**config.mk**
```make
export PLATFORM = sky130hd
export DESIGN_NAME = irq_entry_seq
export DESIGN_NICKNAME = d
export VERILOG_FILES = /design/src/rtl/irq_entry_pkg.sv /design/src/rtl/irq_accept.sv /design/src/rtl/irq_entry_fsm.sv /design/src/rtl/irq_resp_meter.sv /design/src/rtl/irq_entry_seq.sv
export SDC_FILE = /design/constraint.sdc
export NUM_CORES = 1
export LEC_CHECK = 0
export BUFFER_PORTS_ARGS = -buffer_cell sky130_fd_sc_hd__buf_2
export CORE_ASPECT_RATIO = 0.75
export CORE_MARGIN = 4
export CORE_UTILIZATION = 55
export DETAILED_ROUTE_END_ITERATION = 16
export GPL_TIMING_DRIVEN = 0
export HOLD_SLACK_MARGIN = 0.1
export PLACE_DENSITY = 0.86
export SYNTH_ARGS = -nofsm -noshare
export SYNTH_HDL_FRONTEND = slang
export SYNTH_SLANG_ARGS = --single-unit
```
**constraint.sdc**
```tcl
create_clock -name clk -period 3.8 [get_ports clk]
set_clock_uncertainty 0.2 [all_clocks]
set_input_delay 0.76 -clock clk [delete_from_list [all_inputs] [get_ports clk]]
set_output_delay 0.76 -clock clk [all_outputs]
set_load 0.02 [all_outputs]
```
**src/rtl/irq_entry_pkg.sv**
```systemverilog
package irq_entry_pkg;

    localparam int FLG_W    = 16;
    localparam int NUM_W    = 6;
    localparam int IPL_W    = 3;
    localparam int FB_DBG   = 2;
    localparam int FB_IEN   = 6;
    localparam int FB_STK   = 7;
    localparam int IPL_LO   = 12;
    localparam int INFO_NUM_LO = 0;
    localparam int INFO_LVL_LO = 8;
    localparam int ENTRY_LEN   = 7;

    typedef enum logic [3:0] {
        ST_IDLE,
        ST_WAIT,
        ST_READ,
        ST_SAVE,
        ST_PUSH_F,
        ST_PUSH_H,
        ST_PUSH_L,
        ST_LOAD_IPL,
        ST_DONE
    } ent_state_t;

    typedef struct packed {
        logic             is_sw;
        logic [NUM_W-1:0] num;
    } ent_src_t;

    typedef struct packed {
        logic [NUM_W-1:0] num;
        logic [IPL_W-1:0] lvl;
    } ent_info_t;

    function automatic logic [IPL_W-1:0] ipl_of(input logic [FLG_W-1:0] f);
        return f[IPL_LO +: IPL_W];
    endfunction

    function automatic logic [FLG_W-1:0] entry_clear(input logic [FLG_W-1:0] f,
                                                     input logic keep_stk);
        logic [FLG_W-1:0] r;
        r = f;
        r[FB_IEN] = 1'b0;
        r[FB_DBG] = 1'b0;
        if (!keep_stk) r[FB_STK] = 1'b0;
        return r;
    endfunction

    function automatic logic [FLG_W-1:0] with_ipl(input logic [FLG_W-1:0] f,
                                                  input logic [IPL_W-1:0] lvl);
        logic [FLG_W-1:0] r;
        r = f;
        r[IPL_LO +: IPL_W] = lvl;
        return r;
    endfunction

endpackage

```
**src/rtl/irq_accept.sv**
```systemverilog
module irq_accept
    import irq_entry_pkg::*;
(
    input  logic             irq_req,
    input  logic [IPL_W-1:0] irq_lvl,
    input  logic             swi_req,
    input  logic [FLG_W-1:0] flg_in,
    output logic             take,
    output logic             take_sw
);
    logic hw_ok;

    always_comb begin
        hw_ok   = irq_req && flg_in[FB_IEN] && (irq_lvl > ipl_of(flg_in));
        take_sw = swi_req;
        take    = swi_req || hw_ok;
    end

endmodule

```
**src/rtl/irq_entry_fsm.sv**
```systemverilog
module irq_entry_fsm
    import irq_entry_pkg::*;
#(
    parameter int PC_W      = 20,
    parameter int SP_W      = 16,
    parameter int DATA_W    = 16,
    parameter int INFO_ADDR = 0
) (
    input  logic              clk,
    input  logic              rst,
    input  logic              take,
    input  logic              take_sw,
    input  logic [NUM_W-1:0]  swi_num,
    input  logic              insn_last,
    input  logic              insn_is_string,
    input  logic [FLG_W-1:0]  flg_in,
    input  logic [SP_W-1:0]   sp_in,
    input  logic [PC_W-1:0]   pc_in,
    input  logic [DATA_W-1:0] mem_rdata,
    output logic              mem_req,
    output logic              mem_we,
    output logic [PC_W-1:0]   mem_addr,
    output logic [DATA_W-1:0] mem_wdata,
    output logic              flg_we,
    output logic [FLG_W-1:0]  flg_out,
    output logic              sp_we,
    output logic [SP_W-1:0]   sp_out,
    output logic              busy,
    output logic              done,
    output logic [NUM_W-1:0]  vec_num,
    output logic              stop_insn,
    output logic              accept
);
    localparam int HI_W  = PC_W - DATA_W;
    localparam int PAD_W = DATA_W - HI_W;

    ent_state_t        st_q, st_d;
    ent_src_t          src_q;
    ent_info_t         info_q;
    logic [FLG_W-1:0]  tmp_flg_q;
    logic [FLG_W-1:0]  work_flg_q;
    logic [PC_W-1:0]   pc_q;
    logic [SP_W-1:0]   sp_q;
    logic [SP_W-1:0]   sp_dec;
    logic              go_now;
    logic              launch;
    logic              keep_stk;
    logic [FLG_W-1:0]  cleared;

    always_comb begin
        go_now   = insn_last || insn_is_string;
        accept   = (st_q == ST_IDLE) && take;
        launch   = (accept && (take_sw || go_now)) || ((st_q == ST_WAIT) && go_now);
        stop_insn = launch && insn_is_string && !insn_last && !(accept && take_sw);
        keep_stk = src_q.is_sw && src_q.num[NUM_W-1];
        cleared  = entry_clear(tmp_flg_q, keep_stk);
        sp_dec   = sp_q - 1'b1;
        busy     = (st_q != ST_IDLE);
        done     = (st_q == ST_DONE);
        vec_num  = src_q.is_sw ? src_q.num : info_q.num;
    end

    always_comb begin
        st_d = st_q;
        case (st_q)
            ST_IDLE:     if (take) st_d = (take_sw || go_now) ? ST_READ : ST_WAIT;
            ST_WAIT:     if (go_now) st_d = ST_READ;
            ST_READ:     st_d = ST_SAVE;
            ST_SAVE:     st_d = ST_PUSH_F;
            ST_PUSH_F:   st_d = ST_PUSH_H;
            ST_PUSH_H:   st_d = ST_PUSH_L;
            ST_PUSH_L:   st_d = ST_LOAD_IPL;
            ST_LOAD_IPL: st_d = ST_DONE;
            ST_DONE:     st_d = ST_IDLE;
            default:     st_d = ST_IDLE;
        endcase
    end

    always_comb begin
        mem_req   = 1'b0;
        mem_we    = 1'b0;
        mem_addr  = PC_W'(INFO_ADDR);
        mem_wdata = '0;
        flg_we    = 1'b0;
        flg_out   = work_flg_q;
        sp_we     = 1'b0;
        sp_out    = sp_q;
        case (st_q)
            ST_READ: mem_req = 1'b1;
            ST_SAVE: begin
                flg_we  = 1'b1;
                flg_out = cleared;
            end
            ST_PUSH_F, ST_PUSH_H, ST_PUSH_L: begin
                mem_req  = 1'b1;
                mem_we   = 1'b1;
                mem_addr = {{HI_W{1'b0}}, sp_dec};
                sp_we    = 1'b1;
                sp_out   = sp_dec;
                if (st_q == ST_PUSH_F)      mem_wdata = tmp_flg_q;
                else if (st_q == ST_PUSH_H) mem_wdata = {{PAD_W{1'b0}}, pc_q[PC_W-1:DATA_W]};
                else                        mem_wdata = pc_q[DATA_W-1:0];
            end
            ST_LOAD_IPL: begin
                flg_we  = 1'b1;
                flg_out = with_ipl(work_flg_q, info_q.lvl);
            end
            default: ;
        endcase
    end

    always_ff @(posedge clk) begin
        if (rst) begin
            st_q       <= ST_IDLE;
            src_q      <= '0;
            info_q     <= '0;
            tmp_flg_q  <= '0;
            work_flg_q <= '0;
            pc_q       <= '0;
            sp_q       <= '0;
        end else begin
            st_q <= st_d;
            if (accept) begin
                src_q.is_sw <= take_sw;
                src_q.num   <= swi_num;
            end
            if (launch) begin
                tmp_flg_q <= flg_in;
                pc_q      <= pc_in;
                sp_q      <= sp_in;
            end
            if (st_q == ST_SAVE) begin
                info_q.num <= mem_rdata[INFO_NUM_LO +: NUM_W];
                info_q.lvl <= mem_rdata[INFO_LVL_LO +: IPL_W];
                work_flg_q <= cleared;
            end
            if (sp_we) sp_q <= sp_dec;
        end
    end

    // the information read only follows an instruction end, a string halt or a software trap
    p_start_gate_r2: assert property (@(posedge clk) disable iff (rst)
        (st_q == ST_READ) |-> $past(insn_last || insn_is_string || take_sw));

    // every read of the entry targets the information address
    p_info_read_r3: assert property (@(posedge clk) disable iff (rst)
        (mem_req && !mem_we) |-> (mem_addr == PC_W'(INFO_ADDR)));

    // no flag write ever leaves enable or debug set
    p_flags_clear_r4: assert property (@(posedge clk) disable iff (rst)
        flg_we |-> (!flg_out[FB_IEN] && !flg_out[FB_DBG]));

    // consecutive pushes walk downward by one word
    p_push_down_r6: assert property (@(posedge clk) disable iff (rst)
        (mem_we && $past(mem_we)) |->
            (mem_addr[SP_W-1:0] == SP_W'($past(mem_addr[SP_W-1:0]) - 1'b1)));

    // the entry ends the cycle after done
    p_done_ends_r8: assert property (@(posedge clk) disable iff (rst)
        done |=> !busy);

endmodule

```
**src/rtl/irq_resp_meter.sv**
```systemverilog
module irq_resp_meter #(
    parameter int CNT_W = 8
) (
    input  logic             clk,
    input  logic             rst,
    input  logic             accept,
    input  logic             busy,
    input  logic             done,
    output logic [CNT_W-1:0] resp_cycles
);
    localparam logic [CNT_W-1:0] CNT_MAX = '1;

    logic [CNT_W-1:0] cnt_q;
    logic [CNT_W-1:0] cnt_inc;

    always_comb cnt_inc = (cnt_q == CNT_MAX) ? cnt_q : cnt_q + 1'b1;

    always_ff @(posedge clk) begin
        if (rst) begin
            cnt_q       <= '0;
            resp_cycles <= '0;
        end else begin
            if (accept)    cnt_q <= CNT_W'(1);
            else if (busy) cnt_q <= cnt_inc;
            if (done) resp_cycles <= cnt_inc;
        end
    end

    // a result is only published at the end of an entry
    p_resp_hold_r9: assert property (@(posedge clk) disable iff (rst)
        !$past(done) |-> $stable(resp_cycles));

endmodule

```
**src/rtl/irq_entry_seq.sv**
```systemverilog
module irq_entry_seq
    import irq_entry_pkg::*;
#(
    parameter int PC_W      = 20,
    parameter int SP_W      = 16,
    parameter int DATA_W    = 16,
    parameter int CNT_W     = 8,
    parameter int INFO_ADDR = 0
) (
    input  logic              clk,
    input  logic              rst,
    input  logic              irq_req,
    input  logic [IPL_W-1:0]  irq_lvl,
    input  logic              swi_req,
    input  logic [NUM_W-1:0]  swi_num,
    input  logic              insn_last,
    input  logic              insn_is_string,
    input  logic [FLG_W-1:0]  flg_in,
    input  logic [SP_W-1:0]   sp_in,
    input  logic [PC_W-1:0]   pc_in,
    input  logic [DATA_W-1:0] mem_rdata,
    output logic              mem_req,
    output logic              mem_we,
    output logic [PC_W-1:0]   mem_addr,
    output logic [DATA_W-1:0] mem_wdata,
    output logic              flg_we,
    output logic [FLG_W-1:0]  flg_out,
    output logic              sp_we,
    output logic [SP_W-1:0]   sp_out,
    output logic              busy,
    output logic              done,
    output logic [NUM_W-1:0]  vec_num,
    output logic              stop_insn,
    output logic [CNT_W-1:0]  resp_cycles
);
    logic take, take_sw, accept;

    irq_accept u_accept (
        .irq_req (irq_req),
        .irq_lvl (irq_lvl),
        .swi_req (swi_req),
        .flg_in  (flg_in),
        .take    (take),
        .take_sw (take_sw)
    );

    irq_entry_fsm #(
        .PC_W      (PC_W),
        .SP_W      (SP_W),
        .DATA_W    (DATA_W),
        .INFO_ADDR (INFO_ADDR)
    ) u_fsm (
        .clk            (clk),
        .rst            (rst),
        .take           (take),
        .take_sw        (take_sw),
        .swi_num        (swi_num),
        .insn_last      (insn_last),
        .insn_is_string (insn_is_string),
        .flg_in         (flg_in),
        .sp_in          (sp_in),
        .pc_in          (pc_in),
        .mem_rdata      (mem_rdata),
        .mem_req        (mem_req),
        .mem_we         (mem_we),
        .mem_addr       (mem_addr),
        .mem_wdata      (mem_wdata),
        .flg_we         (flg_we),
        .flg_out        (flg_out),
        .sp_we          (sp_we),
        .sp_out         (sp_out),
        .busy           (busy),
        .done           (done),
        .vec_num        (vec_num),
        .stop_insn      (stop_insn),
        .accept         (accept)
    );

    irq_resp_meter #(.CNT_W(CNT_W)) u_meter (
        .clk         (clk),
        .rst         (rst),
        .accept      (accept),
        .busy        (busy),
        .done        (done),
        .resp_cycles (resp_cycles)
    );

    // an entry only starts from a trap or a qualifying hardware request
    p_accept_rule_r1: assert property (@(posedge clk) disable iff (rst)
        $rose(busy) |-> $past(swi_req || (irq_req && flg_in[FB_IEN] &&
                                          (irq_lvl > flg_in[IPL_LO +: IPL_W]))));

endmodule

```
==> metrics.md, run 1 <==
| Metric | Value |
|---|---|
| DR DRC count | 0 |
| Max-capacitance violation count | 0 |
| Via-per-instance ratio | 5.56 |
| Post-Route Setup TNS | 0 ns |
| Critical Path RT | between 2 and 3 ns |
| Largest delay share family, worst path | compound AO/OA/AOI/OAI gates |
| Met3 Track Usage GR | 0.0720 |
| Simple-gate share of the synthesized area | 0.260 |
| Pins Over Slew Limit | 0 |
| Max Freq | between 200 and 300 MHz |
| Starting Density | 0.569 |
| Worst path depth | 9 |
| Grt met2 use | 0.445 |
| Cells along the critical path | buf_2, inv_1, ha_1, nand3_1, o21ai_0, o31ai_4, buf_2, and4b_1, buf_2 |
| GRT Total Usage | 0.279 |
| IO buf count | 157 |
| Finished layout cell area | about 6500 um^2 |
| Syn avg cell area | 7.51 um^2 |
| Final hold vios | 0 |
| Layout cell share with drive strength beyond 1 | 0.241 |
| Synth-to-layout area growth | 24.3% |
| 1st-iter DRT viols | 677 |
| CTS sink cnt | just over 100 |
| Core ar. | 9160 um^2 |
| Initial antenna violation count | 0 |
| Finish-stage setup viols | 0 |
| GP Congestion | 0.895 |
| #FFs+latches synth | 102 |
| CTS max path bufs | 2 |
| Yosys warnings | 0 |
| Yosys cell types | 61 |
| Worst Tran Pin Value | 0.720 ns |
| Antenna Nets Post-Route | 0 |
| Largest net degree at the start of global routing | 20 |
| Via Count | between 5000 and 6000 |
| Pre-Repair DR Iteration Count | 6 |
| Synth top area share | 0.392 |
| Die width | ~120 um |
| Die Y | roughly 92 um |
| Number of synthesized flops with an enable pin | 0 |
| Maximum VDD drop | between 200 and 250 uV |
| Slew headroom | 0.520 |
| Mapped cell area | 5220 um^2 |
| Post-layout net count | 954 |
| Tmin final | 3.70 ns |
| Worst skew pair latency | 0.35 ns |
| WHS Path Cells | 2 |
| Worst Reg2Reg Path Length in Cells | 8 |
| Worst Path Arrival | 2.74 ns |
| CP dominant cell by count | buf_2 |
| Worst path slowest cell | o31ai_4 |
| Status | complete, no violations |
| Dpl cell area | 6180 um^2 |
| I/O pin total | around 170 |
| Ys async rst share | 0 |
| Root buffer cell | clkbuf_16 |
| Total Wirelength | 16.0 mm |
| Hold buffer count at CTS | 0 |
| Gr busiest metal | met2 |
| Post-route setup slack | 0.103 ns |
| Worst Setup Start Kind | input port |
| Met1 usage | 0.376 |
| TritonCTS clock tree | yes |
| Crit path capture type | primary output |
| Post-synthesis mux area share | 0.0689 |
| Adder-cell area share of the yosys netlist | 0.0144 |
| Fillers | 768 |
| Worst hold path type | reg -> reg |
| XOR/XNOR Fraction of Synth Area | 0.0437 |
| Pre-CTS WS | approximately 0.052 ns |
| Post-DP HPWL | 12.1 mm |
| Max FO, Critical Path | 10 |
| Routed wire per std cell | 16.0 um |
| FP Rows | 30 |
| Largest area contributor in the netlist | dfxtp_1 |
| Seq/Total Area, Yosys | 0.392 |
| Clock transition at the registers of the reported paths | 0.07 ns |
| Total CTS buffers | 9 |
| CP Class | in -> out |
| Most common flop cell mapped by yosys | dfxtp_1 |
| Worst path bufs/invs | 4 |
| Main combinational cell family by area after synthesis | simple AND/OR/NAND/NOR gates |
| H-tree depth | 3 |
| Gr ovfl total | 0 |
| Synth Area in Compound Gates | 0.158 |
| Max incr delay on CP | 0.47 ns |
| Vias in the first global route | 5214 |
| ANT cells | 0 |
| Pwr dens | ~460 nW/um^2 |
| Cells after Synth | 694 |
| Final period util | 0.973 |
| Global-route wire length before repair | approximately 25 mm |
| Die area | 11100 um^2 |
| Pleak | 0.00298 uW |
| Top post-synthesis cells by area | dfxtp_1 39%, nand2_1 12%, a21oi_1 7.9%, mux2i_1 5.4%, nor2_1 4.8% |
metal layers:
layer | part of all wire | wire, um
met3 | 0.11 | 1690
met2 | 0.46 | 7360
met1 | 0.42 | 6710
met5 | 0 | 0
met4 | 0.013 | 204
what timing repair did:
item / 4_1_cts / 5_1_grt
endpoints found under the setup margin: 1 / 6
hold endpoints to repair: 0 / 0
buffers inserted: 0 / 0
pin swaps: 0 / 0
gates resized for setup: 0 / 4
through the flow:
stage | total power (uW) | util | cells | hold slack [ns]
2_1_floorplan | 1810 | - | 699 | 0.231
3_3_place_gp | 2020 | 0.675 | 984 | 0.238
3_5_place_dp | 2050 | 0.675 | 984 | 0.246
4_1_cts | 2950 | 0.706 | 999 | 0.258
5_1_grt | 3090 | 0.708 | 998 | 0.281
6_report | 2960 | 0.708 | 998 | 0.259
cell usage in the layout (no fill, tap or decap), types with 8 or more instances in the layout:
cell and instances:
nand2_1 168, buf_2 166, dfxtp_1 102, a21oi_1 82
nor2_1 67, clkbuf_1 38, mux2i_1 28, o21ai_0 23
nand3_1 18, xor2_1 17, inv_1 14, nor3_1 12
xnor2_1 9, clkbuf_16 9, a31oi_1 8
where the power goes:
group          internal (uW)  switching, uW  total (uW)
combinational            294            519         813
sequential              1160           83.8        1240
clock                    509            399         909
total                   1960           1000        2960
Yosys cell counts, types with 3 or more instances:
library cell,number
nand2_1,168
dfxtp_1,102
a21oi_1,82
nor2_1,67
clkbuf_1,40
mux2i_1,28
o21ai_0,23
nand3_1,18
xor2_1,17
inv_1,14
nor3_1,12
buf_2,9
xnor2_1,9
a31oi_1,8
buf_4,7
mux2_2,7
a211oi_1,6
ha_1,6
nand2b_1,6
nand4_1,6
nor4_1,4
a311oi_1,3
nand3b_1,3
nor2b_1,3
state kept, by name, summed over array words and instances (netlist names):
name	cells
u_fsm.st_q	4
u_fsm.pc_q	20
u_meter.resp_cycles	8
u_fsm.tmp_flg_q	16
u_fsm.sp_q	16
u_fsm.work_flg_q	14
u_fsm.info_q	9
u_fsm.src_q	7
u_meter.cnt_q	8
path summary, 6_finish.rpt:
check | startpoint | endpoint | slack, ns
setup / recovery | flg_in[13] | stop_insn | 0.10
hold / removal | u_fsm.tmp_flg_q[2]$_SDFFE_PP0P_ | u_fsm.tmp_flg_q[2]$_SDFFE_PP0P_ | 0.26
setup reg to reg | u_fsm.st_q[0]$_SDFFE_PP0P_ | u_fsm.sp_q[3]$_SDFFE_PP0P_ | 1.10
hold reg to reg | u_fsm.tmp_flg_q[2]$_SDFFE_PP0P_ | u_fsm.tmp_flg_q[2]$_SDFFE_PP0P_ | 0.26
worst register-to-register path: stages, from the launching register on:
cell,delay [ns]
dfxtp_1,0.32
buf_2,0.18
nor4b_1,0.19
a22oi_1,0.31
o31a_1,0.20
clkbuf_1,0.43
clkbuf_1,0.43
nor2_1,0.11
nor3_1,0.23
layout make-up:
type                            count  area [um^2]  share of cell area
Buffer                             57          260              0.0402
Clock buffer                       10          229              0.0353
Clock inverter                      6         62.6             0.00965
Inverter                           16         60.1             0.00927
Multi-Input combinational cell    522         2880               0.445
Sequential cell                   102         2040               0.315
Tap cell                          128          160              0.0247
Timing Repair Buffer              157          786               0.121
logic make-up (layout without fill, tap and decap cells):
| family | count (synthesis) | after routing |
|---|---|---|
| and+or+nand+nor | 306 | 306 |
| AOI/OAI and AO/OA | 143 | 143 |
| DFF | 102 | 102 |
| buffers and inverters | 75 | 246 |
| muxes | 35 | 35 |
| xor gates and xnor gates | 26 | 26 |
| adders and majority gates | 6 | 6 |
| other | 1 | 6 |
Note: power is estimated with default switching activity, not from simulation.
==> run 2: changes to the inputs <==
PLACE_DENSITY = 0.95   (was 0.86)
==> run 2 against run 1 <==
  * Clock power shrank 0.8%
  * Worst hold slack lost 0.0054 ns
  * Sequential power is essentially flat
  * Final area shrank 0.25%
  * Core utilization shrank 0.18 points
  * Global-route usage shrank 0.87 points
  * Critical endpoint unchanged
  * Highest routed layer unchanged
==> metrics.md, run 2 (same netlist as run 1, synthesis figures left out) <==
| Metric | Value |
|---|---|
| Largest net degree at the start of global routing | 20 (unchanged) |
| Final period util | 0.976 (was 0.973) |
| Total Wirelength | 15.5 mm (was 16.0 mm) |
| IO buf count | 157 (unchanged) |
| DR DRC count | 0 (unchanged) |
| Maximum VDD drop | 270 uV (was 248 uV) |
| CP dominant cell by count | buf_2 (unchanged) |
| Pre-Repair DR Iteration Count | 5 (was 6) |
| Root buffer cell | clkbuf_16 (unchanged) |
| Pleak | 0.00297 uW (was 0.00298 uW) |
| Max incr delay on CP | 0.69 ns (was 0.47 ns) |
| Post-layout net count | 955 (was 954) |
| Finished layout cell area | 6460 um^2 (was 6480 um^2) |
| Post-DP HPWL | 11.8 mm (was 12.1 mm) |
| Dpl cell area | 6180 um^2 (unchanged) |
| Die area | 11100 um^2 (unchanged) |
| Worst skew pair latency | 0.34 ns (was 0.35 ns) |
| H-tree depth | 3 (unchanged) |
| I/O pin total | 172 (unchanged) |
| Pins Over Slew Limit | 0 (unchanged) |
| Die Y | 92.3 um (unchanged) |
| Initial antenna violation count | 0 (unchanged) |
| FF-to-FF End | u_fsm.sp_q[8]$_SDFFE_PP0P_ (was u_fsm.sp_q[3]$_SDFFE_PP0P_) |
| TritonCTS clock tree | yes (unchanged) |
| Core ar. | 9160 um^2 (unchanged) |
| GP Congestion | 0.904 (was 0.895) |
| Max FO, Critical Path | 10 (unchanged) |
| Biggest register | u_fsm.pc_q (unchanged) |
| Via Count | 5463 (was 5553) |
| Final hold vios | 0 (unchanged) |
| Total CTS buffers | 9 (unchanged) |
| Max FFs per register | 20 (unchanged) |
| Worst path slowest cell | o311ai_1 (was o31ai_4) |
| Reg2Reg Setup Slack | 1.18 ns (was 1.10 ns) |
| Placed cells | 984 (unchanged) |
| Layout cell share with drive strength beyond 1 | 0.239 (was 0.241) |
| Final core occ | 0.706 (was 0.708) |
| Starting Density | 0.569 (unchanged) |
| Antenna Nets Post-Route | 0 (unchanged) |
| Cells along the critical path | buf_2, inv_1, ha_1, nor2b_1, o311ai_1, o31ai_2, buf_2, and4b_1, buf_2 (was buf_2, inv_1, ha_1, nand3_1, o21ai_0, o31ai_4, buf_2, and4b_1, buf_2) |
| Via-per-instance ratio | 5.47 (was 5.56) |
| Worst Path Arrival | 2.75 ns (was 2.74 ns) |
| Worst path depth | 9 (unchanged) |
| Final Power | 2940 uW (was 2960 uW) |
| Slew headroom | 0.435 (was 0.520) |
| RSZ-0062 raised after global routing | false |
| Max Freq | 270 MHz (was 271 MHz) |
| CTS sink cnt | 102 (unchanged) |
| Routed wire per std cell | 15.5 um (was 16.0 um) |
| HP Start | u_meter.resp_cycles[0]$_SDFFE_PP0P_ (was u_fsm.tmp_flg_q[2]$_SDFFE_PP0P_) |
| Worst Reg2Reg Path Length in Cells | 7 (was 8) |
| Largest delay share family, worst path | compound AO/OA/AOI/OAI gates (unchanged) |
| Max-capacitance violation count | 0 (unchanged) |
| Top flop regs | u_fsm.pc_q (20), u_fsm.sp_q (16), u_fsm.tmp_flg_q (16) (unchanged) |
| Final cell count without fillers | 999 (was 998) |
| Most frequent cells in the layout | 168 x nand2_1, 166 x buf_2, 102 x dfxtp_1, 82 x a21oi_1, 67 x nor2_1 (unchanged) |
| Global-route wire length before repair | 24.3 mm (was 25.1 mm) |
| WHS Path Cells | 2 (unchanged) |
| Critical Path RT | 2.84 ns (about the same) |
| Synth-to-layout area growth | 24.0% (was 24.3%) |
| Pwr dens | 455 nW/um^2 (was 457 nW/um^2) |
| Status | complete, no violations (unchanged) |
| ANT cells | 0 (unchanged) |
| Worst Setup Start Kind | input port (unchanged) |
| Crit path capture type | primary output (unchanged) |
| Worst path bufs/invs | 4 (unchanged) |
| CP Class | in -> out (unchanged) |
| Gr ovfl total | 0 (unchanged) |
| CTS max path bufs | 2 (unchanged) |
| Clock transition at the registers of the reported paths | 0.06 ns (was 0.07 ns) |
| Worst hold path type | reg -> reg (unchanged) |
| Die width | 120 um (unchanged) |
| Worst Tran Pin Value | 0.835 ns (was 0.720 ns) |
| GRT Total Usage | 0.270 (was 0.279) |
| Hold EP | u_meter.resp_cycles[0]$_SDFFE_PP0P_ (was u_fsm.tmp_flg_q[2]$_SDFFE_PP0P_) |
| Vias in the first global route | 4955 (was 5214) |
| 1st-iter DRT viols | 544 (was 677) |
| Post-Route Setup TNS | 0 ns (unchanged) |
| Critical R2R Launch | u_fsm.st_q[0]$_SDFFE_PP0P_ (unchanged) |
| FP Rows | 30 (unchanged) |
| Finish-stage setup viols | 0 (unchanged) |
| Commonest non-fill, non-tap cell in the layout | nand2_1 (unchanged) |
| Tmin final | 3.71 ns (was 3.70 ns) |
run 2: changes by cell type in the layout (fill, tap and decap cells not counted), sizes merged:
cell and delta:
buf +1, clkbuf +2, clkinv -3, clkinvlp +1
run 2: stage by stage:
step	hold slack (ns)	worst slack, ns
3_5_place_dp	0.245	0.0339
6_report	0.253	0.0929
3_3_place_gp	0.237	0.0491
5_1_grt	0.269	0.0894
2_1_floorplan	0.231	0.655
4_1_cts	0.255	0.0109
run 2: power by group:
| part | switching [uW] | internal (uW) | leakage [uW] |
|---|---|---|---|
| Combinational | 508 | 296 | 0.00201 |
| Clock | 392 | 509 | 0.000137 |
| Sequential | 80.9 | 1160 | 0.000832 |
| Total | 981 | 1960 | 0.00297 |
run 2: how the worst max path moves through the flow:
| stage | slack (ns) | startpoint | endpoint |
|---|---|---|---|
| after floorplan | 0.65 | flg_in[13] | stop_insn |
| after global placement | 0.05 | flg_in[13] | stop_insn |
| after detailed placement | 0.03 | flg_in[13] | stop_insn |
| after CTS | 0.01 | flg_in[13] | stop_insn |
| after global routing | 0.09 | u_fsm.st_q[3]$_SDFFE_PP0P_ | sp_out[7] |
| final | 0.09 | flg_in[13] | stop_insn |
run 2: worst register-to-register path: stages, from the launching register on:
cell,delay (ns)
dfxtp_1,0.34
buf_2,0.22
nor4b_1,0.51
a22oi_1,0.20
o31a_1,0.16
clkbuf_1,0.27
clkbuf_1,0.34
a311oi_1,0.31
run 2: timing repair:
item                       4_1_cts  5_1_grt
resized for setup                0        2
pin swaps                        0        1
hold buffers                     0        0
setup endpoints to repair        1        7
cloned                           0        0
buffers inserted                 0        1
run 2: layer usage:
metal | wire length (um) | global-route usage | share of wire | up-vias
met5 | 0 | 0 | 0 | -
met4 | 171 | 0.0642 | 0.011 | 0
met3 | 1450 | 0.0690 | 0.093 | 20
met2 | 6860 | 0.414 | 0.44 | 256
met1 | 7000 | 0.382 | 0.45 | 2504
li1 | - | - | - | 2683
run 2: area by class of cell:
class | instances | area (um^2)
sequential | 102 | 2040
tap | 128 | 160
buffer | 57 | 260
fill | 765 | 2690
clock inverter | 4 | 47.5
timing repair buffer | 158 | 793
clock buffer | 12 | 236
inverter | 16 | 60.1
multi-input combinational | 522 | 2870
